### config.mk
export PLATFORM = sky130hd
export DESIGN_NAME = monitor_wait_watch
export DESIGN_NICKNAME = d
export VERILOG_FILES = /design/src/rtl/monitor_wait_watch.sv
export SDC_FILE = /design/constraint.sdc
export NUM_CORES = 1
export LEC_CHECK = 0
export BUFFER_PORTS_ARGS = -buffer_cell sky130_fd_sc_hd__buf_2
export CAP_MARGIN = 0
export CORE_UTILIZATION = 47
export CTS_BUF_LIST = sky130_fd_sc_hd__clkbuf_2 sky130_fd_sc_hd__clkbuf_4 sky130_fd_sc_hd__clkbuf_8
export DETAILED_ROUTE_END_ITERATION = 7
export PLACE_DENSITY = 0.94
export SETUP_SLACK_MARGIN = 0.5
export SLEW_MARGIN = 40
export SYNTH_ARGS = -nofsm -noshare
export SYNTH_HDL_FRONTEND = slang
export SYNTH_SLANG_ARGS = --single-unit
### constraint.sdc
create_clock -name clk -period 2.6 [get_ports clk]
set_clock_uncertainty 0.15 [all_clocks]
set_input_delay 0 -clock clk [delete_from_list [all_inputs] [get_ports clk]]
set_output_delay 0 -clock clk [all_outputs]
set_load 0.02 [all_outputs]
### src/rtl/monitor_wait_watch.sv
module monitor_wait_watch #(
  parameter int PA_W       = 48,
  parameter int VA_W       = 48,
  parameter int LINE_BYTES = 64
) (
  input  logic                            clk,
  input  logic                            rst_n,
  input  logic                            arm_valid,
  input  logic [VA_W-1:0]                 arm_vaddr,
  input  logic                            wait_valid,
  input  logic [PA_W-1:0]                 wait_paddr,
  input  logic                            snoop_valid,
  input  logic [PA_W-1:0]                 snoop_addr,
  input  logic                            wake_in,
  output logic                            halt_req,
  output logic                            wake_pulse,
  output logic                            wait_done,
  output logic                            wait_halted,
  output logic                            armed,
  output logic [VA_W-1:0]                 mon_vaddr,
  output logic [$clog2(LINE_BYTES):0]     mon_span
);
  localparam int OFF_W  = $clog2(LINE_BYTES);
  localparam int SPAN_W = OFF_W + 1;
  localparam logic [PA_W-1:0] LINE_MASK = {PA_W{1'b1}} << OFF_W;
  localparam logic [SPAN_W-1:0] FULL_SPAN = SPAN_W'(LINE_BYTES);

  logic              armed_q, waiting_q, pend_q;
  logic [PA_W-1:0]   line_q;
  logic              halt_q, wake_q, done_q, halted_q;
  logic [VA_W-1:0]   vaddr_q;
  logic [SPAN_W-1:0] span_q;

  logic [OFF_W-1:0]  arm_off;
  logic [SPAN_W-1:0] span_d;
  logic              snoop_hit, wake_evt, eff_pend, halting_wait;

  assign arm_off = arm_vaddr[OFF_W-1:0];
  assign span_d  = (arm_off == '0) ? FULL_SPAN : FULL_SPAN - {1'b0, arm_off};

  assign snoop_hit    = snoop_valid && armed_q && waiting_q && !arm_valid &&
                        ((snoop_addr & LINE_MASK) == line_q);
  assign wake_evt     = snoop_hit || wake_in;
  assign eff_pend     = pend_q || wake_evt;
  assign halting_wait = wait_valid && !eff_pend;

  always_ff @(posedge clk) begin
    if (!rst_n) begin
      armed_q   <= 1'b0;
      waiting_q <= 1'b0;
      pend_q    <= 1'b0;
      line_q    <= '0;
      vaddr_q   <= '0;
      span_q    <= '0;
      halt_q    <= 1'b0;
      wake_q    <= 1'b0;
      done_q    <= 1'b0;
      halted_q  <= 1'b0;
    end else begin
      if (arm_valid) begin
        armed_q <= 1'b1;
        vaddr_q <= arm_vaddr;
        span_q  <= span_d;
      end

      if (wait_valid && !eff_pend) line_q <= wait_paddr & LINE_MASK;
      else if (arm_valid)          line_q <= '0;

      if (wait_valid)       pend_q <= 1'b0;
      else if (wake_evt)    pend_q <= 1'b1;

      if (halting_wait)     waiting_q <= 1'b1;
      else if (wake_evt)    waiting_q <= 1'b0;

      wake_q   <= waiting_q && wake_evt;
      done_q   <= wait_valid;
      halted_q <= halting_wait;

      if (halting_wait)     halt_q <= 1'b1;
      else if (wake_q)      halt_q <= 1'b0;
    end
  end

  assign halt_req    = halt_q;
  assign wake_pulse  = wake_q;
  assign wait_done   = done_q;
  assign wait_halted = halted_q;
  assign armed       = armed_q;
  assign mon_vaddr   = vaddr_q;
  assign mon_span    = span_q;
endmodule

==> results of run 1 <==
==> through the flow <==
step,power [mW],util (%)
2_1_floorplan,2.04,-
3_3_place_gp,2.23,60.3
3_5_place_dp,2.25,60.3
4_1_cts,3.43,74.6
5_1_grt,3.63,77.3
6_report,3.50,77.3
==> registers in the layout, summed over array words and instances (netlist names) <==
register / count
wait_halted: 1
mon_span: 7
halt_req: 1
line_q: 42
armed: 1
waiting_q: 1
mon_vaddr: 48
wait_done: 1
pend_q: 1
wake_pulse: 1
==> worst max path at each step <==
stage | startpoint | endpoint | slack [ns] | cells past startpoint
floorplan | armed | line_q[10] | 0.55 | 8
global placement | line_q[15] | line_q[33] | 0.40 | 6
detailed placement | line_q[37] | line_q[34] | 0.38 | 6
CTS | waiting_q | line_q[17] | 0.52 | 7
global route | line_q[27] | line_q[34] | 0.31 | 7
finish | line_q[27] | line_q[34] | 0.34 | 7
==> worst min-delay path, delay by kind of cell <==
family | cells | cell delay [ns]
AOI/OAI and AO/OA | 2 | 0.22
buffers and inverters | 1 | 0.08
and+or+nand+nor | 2 | 0.15
xor gates and xnor gates | 1 | 0.05
==> area by class of cell <==
type / count / area (sq um)
Antenna cell: 2 / 5.00
Clock buffer: 10 / 138
Clock inverter: 6 / 75.1
Fill cell: 531 / 1970
Inverter: 7 / 26.3
Multi-Input combinational cell: 258 / 2210
Sequential cell: 104 / 2090
Tap cell: 108 / 135
Timing Repair Buffer: 301 / 2020
==> cell usage in the layout (no fill, tap or decap), types with 3 or more instances in the layout <==
cell type      instances
inv_1                  7
buf_4                  6
dlygate4sd3_1         95
mux2i_1               51
dfxtp_1               98
nor2b_1               52
and4_4                 7
nand4_1               17
clkbuf_8              10
xnor2_2               14
nand2_1                7
dfxtp_2                5
and2_1                 4
a22o_1                41
o22ai_1                4
nand2b_1               3
a21oi_1                4
buf_2                197
nor4_2                 3
xnor2_1               29
==> per-layer routing <==
| metal | GRT usage [%] | up-vias | wire, microns |
|---|---|---|---|
| li1 | - | 1963 | - |
| met1 | 29.4 | 2042 | 5250 |
| met2 | 54.1 | 273 | 8140 |
| met3 | 7.43 | 101 | 1090 |
| met4 | 21.2 | 0 | 1110 |
| met5 | 0 | - | 0 |
==> cells by family after synthesis <==
family / Yosys count / synth area share, %
adder cells (fa/ha/maj): 1 / 0.298
XOR/XNOR: 46 / 9.59
multiplexers: 51 / 12.2
buffers and inverters: 29 / 3.66
AO/OA/AOI/OAI: 54 / 10.5
flip-flops: 104 / 49.6
AND/OR/NAND/NOR: 99 / 14.3
==> what timing repair did <==
item / 4_1_cts / 5_1_grt
pin swaps: 3 / 44
hold buffers: 95 / 0
cloned: 3 / 4
buffers inserted: 3 / 3
gates resized for setup: 6 / 32
endpoints found under the setup margin: 42 / 46
endpoints found under the hold margin: 101 / 0
==> power by group through the flow <==
stage                     Clock (mW)  Combinational, mW  Sequential [mW]
after floorplan                    0              0.229             1.81
after global placement             0              0.482             1.74
after CTS                       1.09              0.622             1.71
after detailed placement           0              0.500             1.75
final                           1.08              0.689             1.72
after global routing            1.17              0.730             1.73
==> Implementation_results.wiki, run 1 <==
{| class="wikitable"
! Metric !! Value
|-
| Number of synthesized register bits || 104
|-
| Global-route wire length before repair || 20.7 mm
|-
| Final slew viol count || 0
|-
| Area fraction of the dominant cell type after synthesis || 49.6%
|-
| Number of ports placed on the die boundary || 210
|-
| Ratio of routed vias to standard cells || 5.50
|-
| Highest Clock Rate || 443 MHz
|-
| Area overhead of the layout relative to synthesis || 59.6%
|-
| Most instantiated flip-flop cell in the synthesis netlist || dfxtp_1
|-
| Power Internal || 2.51 mW
|-
| Sequential fraction of the synthesis area || 49.6%
|-
| Worst-path cell chain || xnor2_1 > nand4_1 > nor4_4 > a21oi_1 > nor2_2 > buf_12 > a22o_1
|-
| Mean Syn Cell Area || 10.9 sq um
|-
| Async S/R FF share, synth || 0%
|-
| Number of cells on the worst hold path || 6
|-
| Critical register-to-register path startpoint || line_q[27]
|-
| Worst Hold Path EP || line_q[22]
|-
| Length of the first detailed-routing pass in iterations || 6
|-
| Area contributors post-synth || dfxtp_1, mux2i_1, xnor2_1
|-
| Startpoint-to-endpoint class of the critical path || register to register
|-
| Count of placed standard cells in the final layout, fillers left out || 796
|-
| Global-route usage over all layers || 29.8%
|-
| Final routed DRC violation total || 0
|-
| Worst-case headroom to the max-slew limit || 55.8%
|-
| Minimum period implied by the final worst setup slack || 2.26 ns
|-
| GR Overflow Total || 0
|-
| Largest fanout on the critical path || 41
|-
| TritonCTS buffer count || 9
|-
| Cell type contributing the most total cell area after synthesis || dfxtp_1
|-
| Share of total power in sequential cells || 49.3%
|-
| Number of buffers between clock root and the deepest sink || 2
|-
| Number of nets in the synthesized netlist || 535
|-
| Endpoint kind of the worst setup timing path || register
|-
| Number of buffer and inverter instances along the worst setup path || 1
|-
| Most frequent cell after synthesis || dfxtp_1
|-
| EDFF count, synth || 0
|-
| Slowest cell on the critical path || nor4_4
|-
| Worst vdd ir || 0.322 mV
|-
| Count of cell types in the netlist || 32
|-
| Origin of the worst min-delay path || snoop_addr[41]
|-
| Post-route worst hold slack || 0.0454 ns
|-
| Count of final hold-check violations || 0
|-
| Part of the total power dissipated in combinational logic || 19.7%
|-
| Share of total power consumed by net switching || 28.1%
|-
| Number of instances in the placed design || 670
|-
| Max-capacitance violation count || 0
|-
| Delay-heaviest family, CP || simple AND/OR/NAND/NOR gates
|-
| R2R depth || 7
|-
| Clk pwr share || 31.0%
|-
| Static Leakage || 3.08 nW
|-
| Most used standard cells in the synthesized netlist || dfxtp_1, nor2b_1, mux2i_1
|-
| Area of the mapped netlist || 0.00420 sq mm
|-
| Dpl hpwl || 7.49 mm
|-
| Worst setup margin || 0.342 ns
|-
| Worst endpoint required time || 2.75 ns
|-
| 1st-iter DRT viols || 172
|-
| FF-to-FF End || line_q[34]
|-
| Pin count of the biggest net entering global routing || 61
|-
| Via count of the first global-routing pass || 4,318
|-
| Area of the die || 0.00932 sq mm
|-
| Worst setup slack before clock tree synthesis || 0.385 ns
|-
| Post-place instance area || 0.00523 sq mm
|-
| Die extent in x || 96.6 microns
|-
| Setup TNS || 0 ns
|-
| RSZ-0062 raised after global routing || yes
|-
| Transition time at the pin with the least slew margin || 0.663 ns
|-
| Ratio of final minimum period to clock period || 86.8%
|-
| Biggest cell delay along the critical path || 0.41 ns
|-
| ANT nets after route || 0
|-
| Reg-to-reg slack, setup || 0.34 ns
|-
| Starting density of the core || 48.4%
|-
| Ratio of cells with drive above 1 in the final layout || 37.9%
|-
| Cell count after synthesis || 384
|-
| Final-report setup violation count || 0
|-
| Status || completed
|-
| Clock insertion delay at the later pin of the skew report || 0.37 ns
|-
| Initial antenna violation count || 1
|-
| Core area || 0.00868 sq mm
|-
| Clock tree sinks || 104
|-
| Via Count || 4,379
|-
| Clock tree root driver cell || clkbuf_8
|-
| Layout Nets || 832
|-
| Switching pwr || 0.982 mW
|-
| Startpoint type of the worst setup path || register
|-
| RD Place Congestion || 0.870
|-
| IO Port Bufs || 197
|-
| WL per Instance || 19.6 microns
|-
| Die Y-Extent || 96.6 microns
|-
| H-tree levels || 3
|-
| Area of all placed cells without fillers || 0.00671 sq mm
|-
| Warning count from the yosys run || 0
|-
| Standard-cell row count || 34
|-
| Class of the tightest hold or removal check || input port to register
|-
| Data arrival time of the critical path || 2.41 ns
|-
| CTS tree || built
|-
| Power per unit of standard cell area || 521 mW/mm^2
|-
| Total Wirelength || 15.6 mm
|-
| Clk pin slew, worst setup/hold paths || 0.11 ns
|}
Power figures use the tool's default switching activity.
==> run 2: changes to the inputs <==
Settings changed: BUFFER_PORTS_ARGS -buffer_cell sky130_fd_sc_hd__buf_2 to -buffer_cell sky130_fd_sc_hd__buf_4.
==> run 2 against run 1 <==
Effect of this change: total power is 6.2% higher; worst setup slack better by 0.069 ns; critical path type unchanged; largest power group unchanged; register-to-register slack better by 0.07 ns; sequential power barely moved.
==> Implementation_results.wiki, run 2 (synthesis results as in run 1) <==
{| class="wikitable"
! Metric !! Value
|-
| Worst-case headroom to the max-slew limit || 55.7% (-0.12 points)
|-
| H-tree levels || 3 (unchanged)
|-
| Critical register-to-register path startpoint || line_q[31]
|-
| Slowest cell on the critical path || nor4_2
|-
| Clk pin slew, worst setup/hold paths || 0.12 ns (about the same)
|-
| Count of final hold-check violations || 0 (unchanged)
|-
| Area overhead of the layout relative to synthesis || 75.8%
|-
| WL per Instance || 21.5 microns (+9.7%)
|-
| Combined flip-flop and latch cell area || 0.00208 sq mm (-0.36%)
|-
| Via count of the first global-routing pass || 4,656 (+7.8%)
|-
| Setup TNS || 0 ns (unchanged)
|-
| Class of the tightest hold or removal check || input port to register
|-
| Final-report setup violation count || 0 (unchanged)
|-
| Final routed DRC violation total || 0 (unchanged)
|-
| Static Leakage || 3.33 nW (+8.2%)
|-
| Commonest non-fill, non-tap cell in the layout || buf_4
|-
| Delay-heaviest family, CP || simple AND/OR/NAND/NOR gates
|-
| Endpoint kind of the worst setup timing path || register
|-
| Number of buffer and inverter instances along the worst setup path || 0 (-1)
|-
| Data arrival time of the critical path || 2.28 ns (-0.13 ns)
|-
| Ratio of cells with drive above 1 in the final layout || 36.6% (-1.3 points)
|-
| Fillers || 414 (-22%)
|-
| Number of cells on the worst hold path || 6 (unchanged)
|-
| Length of the first detailed-routing pass in iterations || 7 (+1)
|-
| Share of total power consumed by net switching || 26.8% (-1.2 points)
|-
| Pin count of the biggest net entering global routing || 65 (+6.6%)
|-
| Share of total power in sequential cells || 46.6% (-2.7 points)
|-
| Transition time at the pin with the least slew margin || 0.664 ns (+0.00176 ns)
|-
| Number of buffers between clock root and the deepest sink || 2 (unchanged)
|-
| CP startpoint || line_q[31]
|-
| Number of ports placed on the die boundary || 210 (unchanged)
|-
| Initial antenna violation count || 2 (+1)
|-
| Highest-count cells in the layout ignoring fill and taps || buf_4, dlygate4sd3_1, dfxtp_1
|-
| Clock insertion delay at the later pin of the skew report || 0.35 ns (-0.02 ns)
|-
| Clk pwr share || 31.1% (about the same)
|-
| Power per unit of standard cell area || 502 mW/mm^2 (-3.6%)
|-
| TritonCTS buffer count || 9 (unchanged)
|-
| Clock tree root driver cell || clkbuf_8
|-
| Die extent in x || 96.6 microns (unchanged)
|-
| Final slew viol count || 0 (unchanged)
|-
| Biggest cell delay along the critical path || 0.40 ns (about the same)
|-
| Reg-to-reg slack, setup || 0.41 ns (+0.07 ns)
|-
| Area of combinational cells with multiple inputs || 0.00219 sq mm (-1.1%)
|-
| Switching pwr || 0.996 mW (+1.5%)
|-
| Number of stages on the worst setup path || 6 (-1)
|-
| Highest Clock Rate || 457 MHz (+3.2%)
|-
| 1st-iter DRT viols || 242 (+41%)
|-
| Largest fanout on the critical path || 11 (-73%)
|-
| Worst endpoint required time || 2.69 ns (-0.06 ns)
|-
| Worst vdd ir || 0.380 mV (+18%)
|-
| FF-to-FF End || line_q[32]
|-
| Area of the die || 0.00932 sq mm (unchanged)
|-
| Area of all placed cells without fillers || 0.00739 sq mm (+10%)
|-
| Core area || 0.00868 sq mm (unchanged)
|-
| Clock tree sinks || 104 (unchanged)
|-
| Origin of the worst min-delay path || snoop_addr[24]
|-
| Flip-flop count of the largest register, all copies and words added || 48 (unchanged)
|-
| Ratio of final minimum period to clock period || 84.2% (-2.7 points)
|-
| IO Port Bufs || 197 (unchanged)
|-
| Die Y-Extent || 96.6 microns (unchanged)
|-
| Power Internal || 2.72 mW (+8.0%)
|-
| RD Place Congestion || 0.815 (-6.4%)
|-
| Global-route wire length before repair || 23.3 mm (+13%)
|-
| Minimum period implied by the final worst setup slack || 2.19 ns (-0.0692 ns)
|-
| RSZ-0062 raised after global routing || yes
|-
| Via Count || 4,489 (+2.5%)
|-
| Startpoint type of the worst setup path || register
|-
| CTS tree || built
|-
| R2R depth || 6 (-1)
|-
| Status || completed
|-
| Worst-path cell chain || xnor2_2 > nand4_1 > nor4_2 > nand3_2 > and4_4 > a22o_1
|-
| Critical path endpoint || line_q[32]
|-
| Global-route usage over all layers || 33.6% (+3.8 points)
|-
| Total Wirelength || 17.4 mm (+11%)
|-
| Layout Nets || 843 (+1.3%)
|-
| Startpoint-to-endpoint class of the critical path || register to register
|-
| GR Overflow Total || 0 (unchanged)
|-
| Max-capacitance violation count || 0 (unchanged)
|-
| Dpl hpwl || 7.93 mm (+5.9%)
|-
| ANT nets after route || 0 (unchanged)
|-
| Starting density of the core || 48.4% (unchanged)
|-
| Post-place instance area || 0.00572 sq mm (+9.3%)
|-
| Part of the total power dissipated in combinational logic || 22.2% (+2.5 points)
|-
| Standard-cell row count || 34 (unchanged)
|-
| Ratio of routed vias to standard cells || 5.56 (+0.99%)
|}
-- run 2: cell types whose count changed in the layout (fill, tap and decap cells not counted), moves of 2 or more --
cell | previous run | this run
and4_4 | 7 | 4
buf_2 | 197 | 0
buf_4 | 6 | 199
clkbuf_16 | 0 | 2
dfxtp_1 | 98 | 102
dfxtp_2 | 5 | 2
dlygate4sd3_1 | 95 | 110
xnor2_1 | 29 | 26
xnor2_2 | 14 | 18
-- run 2: layout make-up --
type | instances | share of cell area [%]
Antenna cell | 3 | 0.102
Clock buffer | 10 | 1.86
Clock inverter | 6 | 1.22
Inverter | 7 | 0.356
Multi-Input combinational cell | 254 | 29.6
Sequential cell | 104 | 28.2
Tap cell | 108 | 1.83
Timing Repair Buffer | 316 | 36.8
-- run 2: worst reg2reg max path, delay by kind of cell, from the launching register on --
| family | cells | cell delay, ns |
|---|---|---|
| flip-flops | 1 | 0.36 |
| AND/OR/NAND/NOR | 4 | 1.04 |
| XOR/XNOR | 1 | 0.23 |
| AO/OA/AOI/OAI | 1 | 0.29 |
-- run 2: through the flow --
stage | util [%] | setup slack [ns] | std cells | hold WS, ns | total power, mW
floorplan | - | 0.555 | 384 | -0.0283 | 2.04
global placement | 65.9 | 0.412 | 669 | 0.0663 | 2.32
detailed placement | 65.9 | 0.372 | 669 | 0.0694 | 2.34
CTS | 81.6 | 0.531 | 797 | 0.0440 | 3.59
global route | 85.1 | 0.333 | 807 | 0.128 | 3.84
finish | 85.1 | 0.412 | 808 | 0.120 | 3.71
-- run 2: power by group through the flow --
stage	Clock, mW	Sequential, mW	Combinational, mW
after detailed placement	0	1.75	0.589
after CTS	1.15	1.72	0.729
after floorplan	0	1.81	0.229
after global routing	1.24	1.74	0.867
final	1.16	1.73	0.825
after global placement	0	1.75	0.570
-- run 2: metal layers --
| layer | global-route usage, % | wire length (microns) | up-vias | part of all wire (%) |
|---|---|---|---|---|
| li1 | - | - | 1968 | - |
| met1 | 33.8 | 5710 | 2131 | 33 |
| met2 | 60.9 | 9230 | 298 | 53 |
| met3 | 6.34 | 1230 | 92 | 7.1 |
| met4 | 25.5 | 1180 | 0 | 6.8 |
| met5 | 0 | 0 | - | 0 |
-- run 2: what timing repair did --
| action | CTS | global route |
|---|---|---|
| gates resized for setup | 4 | 28 |
| setup endpoints to repair | 42 | 47 |
| endpoints found under the hold margin | 103 | 0 |
| hold buffers | 110 | 0 |
| pin swaps | 2 | 8 |
| setup buffers | 1 | 2 |
| cloned | 1 | 6 |
-- run 2: worst min path at each step --
stage	end	slack, ns
3_5_place_dp	line_q[11]	0.07
4_1_cts	line_q[22]	0.04
2_1_floorplan	wait_done	-0.03
5_1_grt	line_q[22]	0.13
3_3_place_gp	line_q[34]	0.07
6_report	line_q[22]	0.12
==> run 3: changes to the inputs <==
Settings changed: ABC_AREA from default to 1, CORE_UTILIZATION 47 to 44, PLACE_DENSITY 0.94 to 0.91.
Clock period 2.6 ns to 1.9 ns, I/O delays scaled along.
==> run 3 against run 2 <==
Effect of this change: the run now ends with hold timing, setup timing left; via count grew 20%; count of clock-buffer cells in the layout unchanged; largest power group unchanged; sequential share of layout area is 1.2 points lower; critical endpoint is now line_q[8]; maximum frequency grew 7.6%; register-to-register slack got worse by 0.54 ns; clock power up 16%; final cell count rose by 32%.
==> Implementation_results.wiki, run 3 <==
{| class="wikitable"
! Metric !! Value
|-
| 1st-iter DRT viols || 259 (+7.0%)
|-
| Flip-flop count of the largest register, all copies and words added || 48 (unchanged)
|-
| Number of nets in the synthesized netlist || 781 (+46%)
|-
| Sequential fraction of the synthesis area || 45.3% (-4.2 points)
|-
| Final routed DRC violation total || 0 (unchanged)
|-
| Number of buffers between clock root and the deepest sink || 2 (unchanged)
|-
| Most frequent cell after synthesis || nand2_1
|-
| Cell type contributing the most total cell area after synthesis || dfxtp_1
|-
| TritonCTS buffer count || 9 (unchanged)
|-
| EDFF count, synth || 0 (unchanged)
|-
| Startpoint-to-endpoint class of the critical path || register to register
|-
| Minimum period implied by the final worst setup slack || 2.03 ns (-0.155 ns)
|-
| Core area || 0.00995 sq mm (+15%)
|-
| Commonest non-fill, non-tap cell in the layout || buf_4
|-
| Ratio of routed vias to standard cells || 5.04 (-9.3%)
|-
| Area overhead of the layout relative to synthesis || 69.6%
|-
| Data arrival time of the critical path || 2.13 ns (-0.15 ns)
|-
| Area of all placed cells without fillers || 0.00780 sq mm (+5.5%)
|-
| Highest Clock Rate || 492 MHz (+7.6%)
|-
| Number of buffer and inverter instances along the worst setup path || 1 (+1)
|-
| Worst-path cell chain || xnor2_1 > nand2_1 > nor2_1 > nand2_2 > nor2_4 > a21oi_4 > nand2_4 > nor2_4 > clkbuf_16 > nand2_8 > o21ai_4
|-
| Highest-count cells in the layout ignoring fill and taps || buf_4, nand2_1, nor2_1
|-
| Biggest cell delay along the critical path || 0.34 ns (-0.06 ns)
|-
| Cell count after synthesis || 630 (+64%)
|-
| Via count of the first global-routing pass || 5,314 (+14%)
|-
| Via Count || 5,383 (+20%)
|-
| Async S/R FF share, synth || 0% (unchanged)
|-
| ANT nets after route || 0 (unchanged)
|-
| Clock tree sinks || 104 (unchanged)
|-
| Antenna cells || 0 (-3)
|-
| Final slew viol count || 0 (unchanged)
|-
| Clock insertion delay at the later pin of the skew report || 0.36 ns (about the same)
|-
| CTS tree || built
|-
| Clock tree root driver cell || clkbuf_8
|-
| Worst endpoint required time || 2.00 ns (-0.69 ns)
|-
| Failing checks || hold timing, setup timing
|-
| Global-route wire length before repair || 25.8 mm (+11%)
|-
| Number of ports placed on the die boundary || 210 (unchanged)
|-
| RD Place Congestion || 0.797 (-2.1%)
|-
| Class of the tightest hold or removal check || input port to register
|-
| Final-report setup violation count || 44 (+44)
|-
| Ratio of cells with drive above 1 in the final layout || 38.7% (+2.1 points)
|-
| Post-place instance area || 0.00623 sq mm (+9.0%)
|-
| H-tree levels || 3 (unchanged)
|-
| Static Leakage || 3.63 nW (+8.9%)
|-
| Area of the mapped netlist || 0.00460 sq mm (+9.4%)
|-
| WL per Instance || 16.6 microns (-23%)
|-
| Starting density of the core || 46.2% (-2.2 points)
|-
| Global-route usage over all layers || 30.2% (-3.4 points)
|-
| Startpoint type of the worst setup path || register
|-
| Most used standard cells in the synthesized netlist || nand2_1, nor2_1, dfxtp_1
|-
| Clk pin slew, worst setup/hold paths || 0.11 ns (about the same)
|-
| Total Wirelength || 17.7 mm (+1.9%)
|-
| Slowest cell on the critical path || dfxtp_1
|-
| Worst-case headroom to the max-slew limit || 68.1% (+12 points)
|-
| IO Port Bufs || 197 (unchanged)
|-
| Worst setup slack before clock tree synthesis || -0.185 ns (-0.557 ns)
|-
| Ratio of final minimum period to clock period || 107% (+23 points)
|-
| Delay-heaviest family, CP || simple AND/OR/NAND/NOR gates
|-
| Transition time at the pin with the least slew margin || 0.479 ns (-0.186 ns)
|-
| Post-route total power || 4.93 mW (+33%)
|-
| Count of final hold-check violations || 1 (+1)
|-
| Largest fanout on the critical path || 6 (-5)
|-
| Most used cell along the critical path || nor2_4
|-
| Area fraction of the dominant cell type after synthesis || 45.3% (-4.2 points)
|-
| Post-route worst hold slack || -0.0446 ns (-0.165 ns)
|-
| Pin count of the biggest net entering global routing || 62 (-4.6%)
|-
| Layout Nets || 1,081 (+28%)
|-
| Die Y-Extent || 104 microns (+7.9%)
|-
| Status || finished with violations
|-
| Initial antenna violation count || 0 (-2)
|-
| Most instantiated flip-flop cell in the synthesis netlist || dfxtp_1
|-
| Area contributors post-synth || dfxtp_1, nand2_1, nor2_1
|-
| Power per unit of standard cell area || 632 mW/mm^2 (+26%)
|-
| Standard-cell row count || 36 (+5.9%)
|-
| Die extent in x || 104 microns (+7.9%)
|-
| Length of the first detailed-routing pass in iterations || 6 (-1)
|-
| Area of the die || 0.0109 sq mm (+16%)
|-
| Max-capacitance violation count || 0 (unchanged)
|-
| Mean Syn Cell Area || 7.29 sq um (-33%)
|-
| Count of cell types in the netlist || 24 (-25%)
|-
| GR Overflow Total || 0 (unchanged)
|-
| Number of synthesized register bits || 104 (unchanged)
|-
| Worst setup margin || -0.133 ns (-0.545 ns)
|-
| Dpl hpwl || 9.08 mm (+15%)
|-
| Endpoint kind of the worst setup timing path || register
|-
| Worst vdd ir || 0.590 mV (+55%)
|-
| RSZ-0062 raised after global routing || yes
|-
| Warning count from the yosys run || 0 (unchanged)
|}
-- run 3: cell types whose count changed after synthesis, moves of 23 or more --
cell     change
o21ai_2     +40
nor2_1     +121
xnor2_1     -23
nand2_1    +164
inv_1       +47
nor2b_1     -52
mux2i_1     -51
o21ai_0     +52
a22o_1      -41
-- run 3: power by group --
| group | internal [mW] | switching [mW] | total [mW] |
|---|---|---|---|
| clock | 0.515 | 0.822 | 1.34 |
| combinational | 0.620 | 0.595 | 1.22 |
| sequential | 2.30 | 0.0769 | 2.38 |
-- run 3: kinds of logic (layout without fill, tap and decap cells) --
logic type                 count (synthesis)  in the layout  synth area share (%)
DFF                                      104            104                  45.3
and+or+nand+nor                          312            314                  26.6
adders and majority gates                  1              1                 0.272
buffers and inverters                     86            389                  8.49
xor gates and xnor gates                  24             24                  4.57
AOI/OAI and AO/OA                        103            103                  14.8
-- run 3: path summary, 6_finish.rpt --
| kind | start | slack (ns) | end | cells after the start |
|---|---|---|---|---|
| worst max-delay path | line_q[40] | -0.13 | line_q[8] | 11 |
| worst min register to register | mon_vaddr[0] | 0.32 | mon_vaddr[0] | 2 |
| worst max register to register | line_q[40] | -0.13 | line_q[8] | 11 |
| worst min-delay path | rst_n | -0.04 | wait_done | 3 |
-- run 3: per-stage QoR --
step	util (%)	hold slack (ns)	TNS [ns]	cells
5_1_grt	78.3	-0.0518	-5.80	1068
4_1_cts	75.7	-0.0682	0	1059
3_5_place_dp	62.6	0.0523	-4.34	942
6_report	78.3	-0.0446	-4.14	1068
2_1_floorplan	-	-0.0466	0	630
3_3_place_gp	62.3	0.0486	-11.81	941
-- run 3: repair_timing --
action,in CTS,in global routing
setup endpoints to repair,47,69
resized for setup,29,59
setup buffers,6,5
gates cloned,3,3
endpoints found under the hold margin,101,7
hold buffers,92,3
pin swaps,11,37
-- run 3: area by class of cell --
type                       count  area, sq um
clock inverter                 6         51.3
sequential                   104         2110
timing repair buffer         317         2750
tap                          133          166
multi-input combinational    442         2370
fill                         626         2160
clock buffer                  10          131
inverter                      56          223
-- run 3: metal layers --
layer | wire (microns) | global-route usage (%) | vias up
met5 | 0 | 0 | -
met4 | 812 | 13.3 | 0
met3 | 1420 | 8.08 | 65
met2 | 9080 | 55.6 | 302
met1 | 6380 | 32.1 | 2475
li1 | - | - | 2541
-- run 3: worst register-to-register path, stage by stage, from the launching register on --
cell and delay, ns:
dfxtp_1 0.34, xnor2_1 0.31, nand2_1 0.14, nor2_1 0.18, nand2_2 0.09, nor2_4 0.13, a21oi_4 0.08, nand2_4 0.09
nor2_4 0.07, clkbuf_16 0.21, nand2_8 0.08, o21ai_4 0.05
